<file path="config.mk">
export PLATFORM = sky130hd
export DESIGN_NAME = mstore_walker
export DESIGN_NICKNAME = d
export VERILOG_FILES = /design/src/rtl/mstore_pkg.sv /design/src/rtl/mstore_lowbit.sv /design/src/rtl/mstore_plan.sv /design/src/rtl/mstore_walker.sv
export SDC_FILE = /design/constraint.sdc
export NUM_CORES = 1
export LEC_CHECK = 0
export BUFFER_PORTS_ARGS = -buffer_cell sky130_fd_sc_hd__buf_2
export CORE_UTILIZATION = 53
export DETAILED_ROUTE_END_ITERATION = 12
export GPL_TIMING_DRIVEN = 0
export PLACE_DENSITY = 0.78
export SYNTH_ARGS = -nofsm -noshare
export SYNTH_HDL_FRONTEND = slang
export SYNTH_SLANG_ARGS = --single-unit
</file>
<file path="constraint.sdc">
create_clock -name clk -period 3.25 [get_ports clk]
set_input_delay 0.4875 -clock clk [delete_from_list [all_inputs] [get_ports clk]]
set_output_delay 0.4875 -clock clk [all_outputs]
set_load 0.01 [all_outputs]
</file>
<file path="src/rtl/mstore_pkg.sv">
package mstore_pkg;

    typedef enum logic [1:0] {
        PH_IDLE = 2'd0,
        PH_RUN  = 2'd1,
        PH_FIN  = 2'd2
    } phase_e;

    typedef enum logic [1:0] {
        SRC_FILE     = 2'd0,
        SRC_OLD_BASE = 2'd1,
        SRC_NEW_BASE = 2'd2,
        SRC_PC       = 2'd3
    } src_e;

endpackage

</file>
<file path="src/rtl/mstore_lowbit.sv">
// Lowest-set-bit finder: returns the index of the lowest 1 in vec_i.
module mstore_lowbit #(
    parameter int W  = 16,
    parameter int IW = $clog2(W)
) (
    input  logic [W-1:0]  vec_i,
    output logic [IW-1:0] idx_o,
    output logic          any_o
);
    logic [W:0]   seen;
    logic [W-1:0] hit;

    assign seen[0] = 1'b0;

    for (genvar g = 0; g < W; g++) begin : g_chain
        assign seen[g+1] = seen[g] | vec_i[g];
        assign hit[g]    = vec_i[g] & ~seen[g];
    end

    always_comb begin
        idx_o = '0;
        for (int i = 0; i < W; i++) begin
            if (hit[i]) idx_o = idx_o | IW'(i);
        end
    end

    assign any_o = seen[W];
endmodule

</file>
<file path="src/rtl/mstore_plan.sv">
// Start-of-request arithmetic: beat count, first word address, stepped base.
module mstore_plan #(
    parameter int REGS = 16,
    parameter int AW   = 32,
    parameter int CW   = $clog2(REGS + 1)
) (
    input  logic [REGS-1:0] mask_i,
    input  logic [AW-1:0]   base_i,
    input  logic            up_i,
    input  logic            pre_i,
    output logic [CW-1:0]   count_o,
    output logic [AW-1:0]   first_addr_o,
    output logic [AW-1:0]   new_base_o
);
    localparam int WORD_SHIFT = 2;

    logic [AW-1:0] span;
    logic [AW-1:0] aligned;

    always_comb begin
        count_o = '0;
        for (int i = 0; i < REGS; i++) begin
            count_o = count_o + CW'(mask_i[i]);
        end
    end

    assign span    = AW'(count_o) << WORD_SHIFT;
    assign aligned = {base_i[AW-1:WORD_SHIFT], {WORD_SHIFT{1'b0}}};

    always_comb begin
        unique case ({up_i, pre_i})
            2'b10:   first_addr_o = aligned;
            2'b11:   first_addr_o = aligned + AW'(4);
            2'b01:   first_addr_o = aligned - span;
            default: first_addr_o = aligned - span + AW'(4);
        endcase
    end

    assign new_base_o = up_i ? (base_i + span) : (base_i - span);
endmodule

</file>
<file path="src/rtl/mstore_walker.sv">
module mstore_walker #(
    parameter int REGS   = 16,
    parameter int AW     = 32,
    parameter int PC_OFS = 12,
    localparam int IW    = $clog2(REGS),
    localparam int CW    = $clog2(REGS + 1)
) (
    input  logic            clk,
    input  logic            rst_n,
    input  logic            start_i,
    input  logic [REGS-1:0] reg_mask_i,
    input  logic [AW-1:0]   base_i,
    input  logic [IW-1:0]   base_idx_i,
    input  logic            up_i,
    input  logic            pre_i,
    input  logic            wb_i,
    input  logic [AW-1:0]   pc_i,
    output logic            busy_o,
    output logic            wr_valid_o,
    input  logic            wr_ready_i,
    output logic [AW-1:0]   wr_addr_o,
    output logic [IW-1:0]   wr_reg_o,
    output logic [1:0]      wr_src_o,
    output logic [AW-1:0]   wr_alt_o,
    output logic            done_o,
    output logic            wb_en_o,
    output logic [AW-1:0]   wb_value_o
);
    import mstore_pkg::*;

    localparam logic [IW-1:0] PC_IDX = IW'(REGS - 1);

    typedef struct packed {
        phase_e          ph;
        logic [REGS-1:0] left;
        logic [AW-1:0]   addr;
        logic [AW-1:0]   old_base;
        logic [AW-1:0]   new_base;
        logic [AW-1:0]   pc_adj;
        logic [IW-1:0]   base_idx;
        logic            base_first;
        logic            wb;
    } ctl_t;

    ctl_t ctl_d, ctl_q;

    // request-side arithmetic
    logic [CW-1:0] plan_count;
    logic [AW-1:0] plan_first;
    logic [AW-1:0] plan_new_base;
    logic [IW-1:0] req_low_idx;
    logic          req_low_any;

    mstore_plan #(.REGS(REGS), .AW(AW), .CW(CW)) u_plan (
        .mask_i       (reg_mask_i),
        .base_i       (base_i),
        .up_i         (up_i),
        .pre_i        (pre_i),
        .count_o      (plan_count),
        .first_addr_o (plan_first),
        .new_base_o   (plan_new_base)
    );

    mstore_lowbit #(.W(REGS), .IW(IW)) u_req_low (
        .vec_i (reg_mask_i),
        .idx_o (req_low_idx),
        .any_o (req_low_any)
    );

    // walk-side: next register still pending
    logic [IW-1:0] cur_idx;
    logic          cur_any;

    mstore_lowbit #(.W(REGS), .IW(IW)) u_cur_low (
        .vec_i (ctl_q.left),
        .idx_o (cur_idx),
        .any_o (cur_any)
    );

    always_comb begin
        ctl_d = ctl_q;
        unique case (ctl_q.ph)
            PH_IDLE: begin
                if (start_i) begin
                    ctl_d.left       = reg_mask_i;
                    ctl_d.addr       = plan_first;
                    ctl_d.old_base   = base_i;
                    ctl_d.new_base   = plan_new_base;
                    ctl_d.pc_adj     = pc_i + AW'(PC_OFS);
                    ctl_d.base_idx   = base_idx_i;
                    ctl_d.base_first = req_low_any && (req_low_idx == base_idx_i);
                    ctl_d.wb         = wb_i;
                    ctl_d.ph         = (plan_count != '0) ? PH_RUN : PH_FIN;
                end
            end
            PH_RUN: begin
                if (wr_ready_i && cur_any) begin
                    ctl_d.left[cur_idx] = 1'b0;
                    ctl_d.addr          = ctl_q.addr + AW'(4);
                    if (ctl_d.left == '0) ctl_d.ph = PH_FIN;
                end
            end
            PH_FIN: begin
                ctl_d.ph = PH_IDLE;
            end
            default: ctl_d.ph = PH_IDLE;
        endcase
    end

    always_ff @(posedge clk or negedge rst_n) begin
        if (!rst_n) begin
            ctl_q <= '{ph: PH_IDLE, default: '0};
        end else begin
            ctl_q <= ctl_d;
        end
    end

    // beat source selection
    logic [1:0]    src_sel;
    logic [AW-1:0] alt_val;

    always_comb begin
        if (cur_idx == PC_IDX) begin
            src_sel = SRC_PC;
            alt_val = ctl_q.pc_adj;
        end else if (cur_idx == ctl_q.base_idx) begin
            if (ctl_q.wb && !ctl_q.base_first) begin
                src_sel = SRC_NEW_BASE;
                alt_val = ctl_q.new_base;
            end else begin
                src_sel = SRC_OLD_BASE;
                alt_val = ctl_q.old_base;
            end
        end else begin
            src_sel = SRC_FILE;
            alt_val = '0;
        end
    end

    assign busy_o     = (ctl_q.ph != PH_IDLE);
    assign wr_valid_o = (ctl_q.ph == PH_RUN);
    assign wr_addr_o  = ctl_q.addr;
    assign wr_reg_o   = cur_idx;
    assign wr_src_o   = src_sel;
    assign wr_alt_o   = alt_val;
    assign done_o     = (ctl_q.ph == PH_FIN);
    assign wb_en_o    = done_o && ctl_q.wb;
    assign wb_value_o = ctl_q.new_base;

    // embedded checks
    AST_IDLE_QUIET: assert property (@(posedge clk) disable iff (!rst_n)
        !busy_o |-> (!wr_valid_o && !done_o)) else $error("idle outputs active");

    AST_BEAT_HOLD: assert property (@(posedge clk) disable iff (!rst_n)
        (wr_valid_o && !wr_ready_i) |=> (wr_valid_o && $stable(wr_addr_o)
                                         && $stable(wr_reg_o) && $stable(wr_src_o)))
        else $error("stalled beat changed");

    AST_WORD_STEP: assert property (@(posedge clk) disable iff (!rst_n)
        (wr_valid_o && wr_ready_i) |=> (!wr_valid_o || (wr_addr_o == $past(wr_addr_o) + AW'(4))))
        else $error("address not consecutive");

    AST_REG_ASCEND: assert property (@(posedge clk) disable iff (!rst_n)
        (wr_valid_o && wr_ready_i) |=> (!wr_valid_o || (wr_reg_o > $past(wr_reg_o))))
        else $error("register order not ascending");

    AST_DONE_PULSE: assert property (@(posedge clk) disable iff (!rst_n)
        done_o |=> !done_o) else $error("done longer than one cycle");

    AST_WB_IN_DONE: assert property (@(posedge clk) disable iff (!rst_n)
        wb_en_o |-> done_o) else $error("writeback outside done");

    AST_ADDR_ALIGN: assert property (@(posedge clk) disable iff (!rst_n)
        wr_valid_o |-> (wr_addr_o[1:0] == 2'b00)) else $error("unaligned beat");
endmodule

</file>
## Yosys cells after proc, flatten, opt, wreduce, memory -nomap -nowiden

Index checks and enable logic that the tools add are counted.

- Bits in registers: 152
- Input port bits: 91

- Equality and inequality tests: 11
- Bitwise operators: 92
- Add/subtract/negate cells: 22
- Magnitude comparators: 2
- Mux-type cells: 46
- Reduce and logical (&&, ||, !) cells: 14

Operator list:

| operator | number |
|---|---|
| 152-bit 2-to-1 mux | 1 |
| 32-bit 2-to-1 mux | 4 |
| 32-bit by 3-bit adder with 32-bit output (second input constant) | 3 |
| 32-bit case mux with 3 select lines | 1 |
| 48-bit case mux with 2 select lines | 1 |
| 5-bit by 1-bit adder with 5-bit output | 14 |
| 4-bit 2-to-1 mux | 16 |
| 32-bit by 7-bit subtractor with 32-bit output | 2 |
| 50-bit 2-to-1 mux | 1 |
| 32-bit by 4-bit adder with 32-bit output (second input constant) | 1 |
| 32-bit by 7-bit adder with 32-bit output | 1 |
| 1-bit bitwise AND | 30 |
| 1-bit inverter | 30 |
| 1-bit OR | 30 |
| 3-bit 2-to-1 mux | 8 |
| 2-bit 2-to-1 mux | 9 |
| 16-bit bitwise AND | 1 |
| 16-bit zero test | 1 |
| 16-bit inverter | 1 |
| 4-bit == test | 2 |
| 2-bit == test (second input constant) | 3 |
| 3-bit AND reduction | 2 |
| 1-bit logical AND | 5 |
| 4-bit by 5-bit < comparator with 1-bit output (second input constant) | 1 |
| 14 further kinds | 19 |

## Depth between registers and ports, before layout

- Depth after elaboration: 27
- Gate-level depth with buffers: 27
- Mapped depth without buffers: 26

## Hierarchy

A second synthesis with hierarchy kept.

- Cell total of the unflattened synthesis: 1776
- Area total of the unflattened synthesis: 13486.7 sq um

Modules (own cells, without submodules):

| module | seq. area each (sq um) | area each (sq um) | times used | cells each |
|---|---|---|---|---|
| mstore_walker | 3803.6 | 8684.6 | 1 | 1071 |
| mstore_plan | 0.0 | 4354.2 | 1 | 639 |
| mstore_lowbit | 0.0 | 224.0 | 2 | 33 |

## Least setup slack after synthesis

Ideal clock, no wire load.

- Path kind: input to register
- From: in reg_mask_i[0]
- To: reg ctl_q, in the netlist wr_addr_o[25]
- Data required time: 3.123 ns
- Setup time: 0.127 ns
- Path buffers: 0
- Path slack: -3.771 ns
- Arrival: 6.894 ns
- Cell stages on the path: 24
- Path through: inv_1 -> ha_1 -> inv_1 -> fa_1 -> inv_1 -> fa_1 -> fa_1 -> inv_1 -> fa_1 -> fa_1 -> fa_1 -> xor2_1 -> inv_1 -> ha_1 -> nor2_1 -> o31ai_1 -> xnor2_1 -> a2111oi_0 -> nand3_1 -> nor2_1 -> nand3_1 -> or4_1 -> nand4_1 -> a21oi_1

- Cells in the longest elaborated chain, start to end: 20

Ends and longest elaborated chain:

| item | RTL line | text |
|---|---|---|
| from (decl) | mstore_walker.sv:11 | `input logic [REGS-1:0] reg_mask_i,` |
| 1-bit by 1-bit adder with 2-bit output * | mstore_plan.sv:23 | `count_o = count_o + CW'(mask_i[i]);` |
| 5-bit by 1-bit adder with 5-bit output * (14 in series) | mstore_plan.sv:23 |  |
| 32-bit by 7-bit subtractor with 32-bit output * | mstore_plan.sv:34, mstore_plan.sv:35 |  |
| 32-bit by 3-bit adder with 32-bit output | mstore_plan.sv:35 | `default: first_addr_o = aligned - span + AW'(4);` |
| 32-bit case mux with 3 select lines * | mstore_plan.sv:31 | `unique case ({up_i, pre_i})` |
| 152-bit 2-to-1 mux * | mstore_walker.sv:84 | `if (start_i) begin` |
| 48-bit case mux with 2 select lines * | mstore_walker.sv:82 | `unique case (ctl_q.ph)` |
| to (signal assigned) | mstore_walker.sv:114 | `ctl_q <= ctl_d;` |
| to (decl) | mstore_walker.sv:45 | `ctl_t ctl_d, ctl_q;` |

Mark *: on every way between the ends. The rest lies on a longest branch, timed or not. The select of a mux whose other input is x is not followed.
A chain may end at the register's enable or synchronous reset.

## Final worst setup path

- From: in reg_mask_i[1]
- To: reg ctl_q, in the netlist wr_addr_o[26]

The elaborated chain is that of the path after synthesis.

==> flow_metrics.tcl <==
set metrics [dict create \
    cts_tree "yes" \
    drc 0 \
    drive_gt1_share_pct 34.8 \
    cts_hold_buf 0 \
    critical_path_class "in2reg" \
    ys_ff_latch 148 \
    layout_commonest_cell "nand2_1" \
    grt_pass1_wl_um 81100 \
    met3_usage_pct 10.5 \
    synthArstFlopShare_pct 100 \
    fin_nets 2131 \
    ant_nets 0 \
    fmax_mhz 153 \
    area_growth_pct 42.0 \
    yosysTopAreaCell "dfrtp_1" \
    fin_tns_setup_ps -169230 \
    irDropWorstVdd_mv 0.765 \
    cts_root_buffer "clkbuf_16" \
    io_buffers 179 \
    finalSetupViolations 96 \
    wl_um 56400 \
    met1_usage_pct 55.0 \
    die_area_sq_um 24300 \
    drtIter0Drc 2208 \
    cp-start-kind "input pin" \
    crit_path_max_incr_delay_ps 490 \
    violations "setup timing" \
    crit_required_ps 3590 \
    leakage_nw 7.77 \
    routedWlPerCell_um 24.2 \
    cts_inserted_buffers 17 \
    setup_slack_ps -3300 \
    grt_pass1_vias 14200 \
    core_area_sq_um 22900 \
    initial_core_util_pct 54.8 \
    grt_max_degree 76 \
    syn_inst 1679 \
    io_pins 197 \
    dpl.hpwl_um 37300 \
    whs_ps 38.8 \
    relSlewSlack_pct 23.5 \
    slew_viol_final 0 \
    clk_latency_ps 450 \
    path_buf_inv 7 \
    ys_warn_count 0 \
    avgSynthCellArea_sq_um 7.48 \
    finalCriticalPeriod_ps 6550 \
    synth_area_leaders "dfrtp_1 (29%), nand2_1 (9.5%), o21ai_0 (6.3%)" \
    syn_area_sq_um 12600 \
    ys_seq_area_share_pct 29.5 \
    critical_path.most_common_cell "fa_1" \
    most-common-layout-cells "nand2_1 (304), buf_2 (179), dfrtp_1 (142), buf_4 (137), o21ai_0 (100)" \
    crit_arrival_ps 6880 \
    synthDistinctLibCells 80 \
    grt_use_met2_pct 70.4 \
    synth.top_cell.area_share_pct 29.5 \
    hp-class "in2async" \
    tightest_slew_ps 1140 \
    die_w_um 156 \
    dr_total_vias 15200 \
    status "complete, but fails checks" \
    overflow 0 \
    die_height_um 156 \
    clock_skew_ps 9.18 \
    rows 55 \
    place_congestion 1.00 \
    finalCritPeriodShare_pct 201 \
    cp-end-kind "register" \
    ctsLongestPathBuffers 2 \
    worstPathMaxFanout 6 \
    ys.flop_type "dfrtp_1" \
    cts_sinks 148 \
    drt-vias-per-instance 6.51 \
    clk_pin_slew_ps 80 \
    track_usage_pct 44.2 \
    synth-edff-count 0 \
    rsz0062_at_grt "true" \
    antenna_found_initial 2 \
    finalHoldViolations 0 \
    crit_family "adder cells" \
    max_cap_violations 0 \
    cts-htree-levels 4 \
    power_density_nw_per_um2 936 \
    top_usage_layer "met2" \
    drt_first_pass_iters 6 \
    critical-path-slowest-cell "fa_1" \
]
## per-stage QoR
| stage | area [sq um] | instances | utilization (%) | worst slack [ps] | power, mW |
|---|---|---|---|---|---|
| floorplan | 12900 | 1680 | - | -3320 | 8.18 |
| global placement | 14200 | 2172 | 61.9 | -4820 | 10.3 |
| detailed placement | 14200 | 2173 | 62.0 | -4850 | 10.5 |
| CTS | 17000 | 2301 | 74.0 | -3240 | 15.0 |
| global route | 17800 | 2332 | 77.8 | -3500 | 17.4 |
| finish | 17800 | 2332 | 77.8 | -3300 | 16.7 |
## report_power, final
part / internal, mW / switching, mW / leakage, nW
Combinational: 4.84 / 6.21 / 5.67
Clock: 1.16 / 0.969 / 0.285
Sequential: 2.64 / 0.860 / 1.82
## worst reg2reg max path: stages, from the launching register on
cell and delay [ps]:
dfrtp_2 460, nor4_4 350, nand4_1 250, or4_4 510, buf_6 150, buf_6 100, buf_8 120, buf_4 180
a21oi_1 120, o21ai_0 150, a2111oi_0 460, nand4_1 200, mux2_2 300, nor2_1 100
## layout make-up
cell class	instances	area, sq um
Clock inverter	14	170
Buffer	168	1070
Timing Repair Buffer	310	2230
Inverter	65	277
Sequential cell	148	3710
Tap cell	313	392
Fill cell	1567	5090
Multi-Input combinational cell	1294	9540
Antenna cell	2	5.00
Clock buffer	18	429
## kinds of logic (layout without fill, tap and decap cells)
family                     Yosys count  in the layout  synth area share, %
other                                1              4               0.0299
and+or+nand+nor                    680            680                 25.0
xor gates and xnor gates           110            110                 7.67
adders and majority gates           38             38                 4.46
AOI/OAI and AO/OA                  449            449                 22.9
DFF                                148            148                 29.5
buffers and inverters              238            575                 9.18
muxes                               15             15                 1.24
## synthesized netlist by cell type, types with 11 or more instances
cell type,number
or3_1,15
nor3_1,44
or4_1,11
dfrtp_1,148
o21ai_0,157
o32ai_1,11
nand3_1,54
o31ai_1,16
a211oi_1,39
and3_1,20
ha_1,24
a31oi_1,12
xor2_1,40
nand2_1,319
o22ai_1,16
a21o_1,42
clkbuf_1,92
a21oi_1,68
buf_4,65
mux2i_1,11
nor2_1,115
nor4_1,16
fa_1,12
and2_1,14
xnor2_1,70
inv_1,64
nand4_1,19
## sequential cells by signal (all words and copies together), names as in the netlist
name and cells:
wr_addr_o 30, wb_value_o 30, ctl_q 88
## what timing repair did
| action | CTS | global route |
|---|---|---|
| setup endpoints to repair | 98 | 99 |
| cloned | 4 | 2 |
| setup buffers | 96 | 44 |
| pin swaps | 114 | 84 |
| resized for setup | 318 | 133 |
## path summary, 6_finish.rpt
check	from	end	slack [ps]	depth (start not counted)
max reg2reg	ctl_q[134]	ctl_q[151]	-280	13
max in group asynchronous	rst_n	wb_value_o[14]	2350	2
min reg2reg	ctl_q[87]	ctl_q[87]	480	2
min in group clk	base_i[0]	ctl_q[70]	230	3
max	reg_mask_i[1]	wr_addr_o[26]	-3300	26
min	rst_n	ctl_q[7]	40	1
## metal layers
layer / vias up / share of wire, %
met2: 1227 / 44
li1: 6493 / -
met3: 281 / 12
met4: 2 / 6.8
met1: 7183 / 36
met5: - / 0.085
No activity file was read; power rests on OpenSTA's default activity.
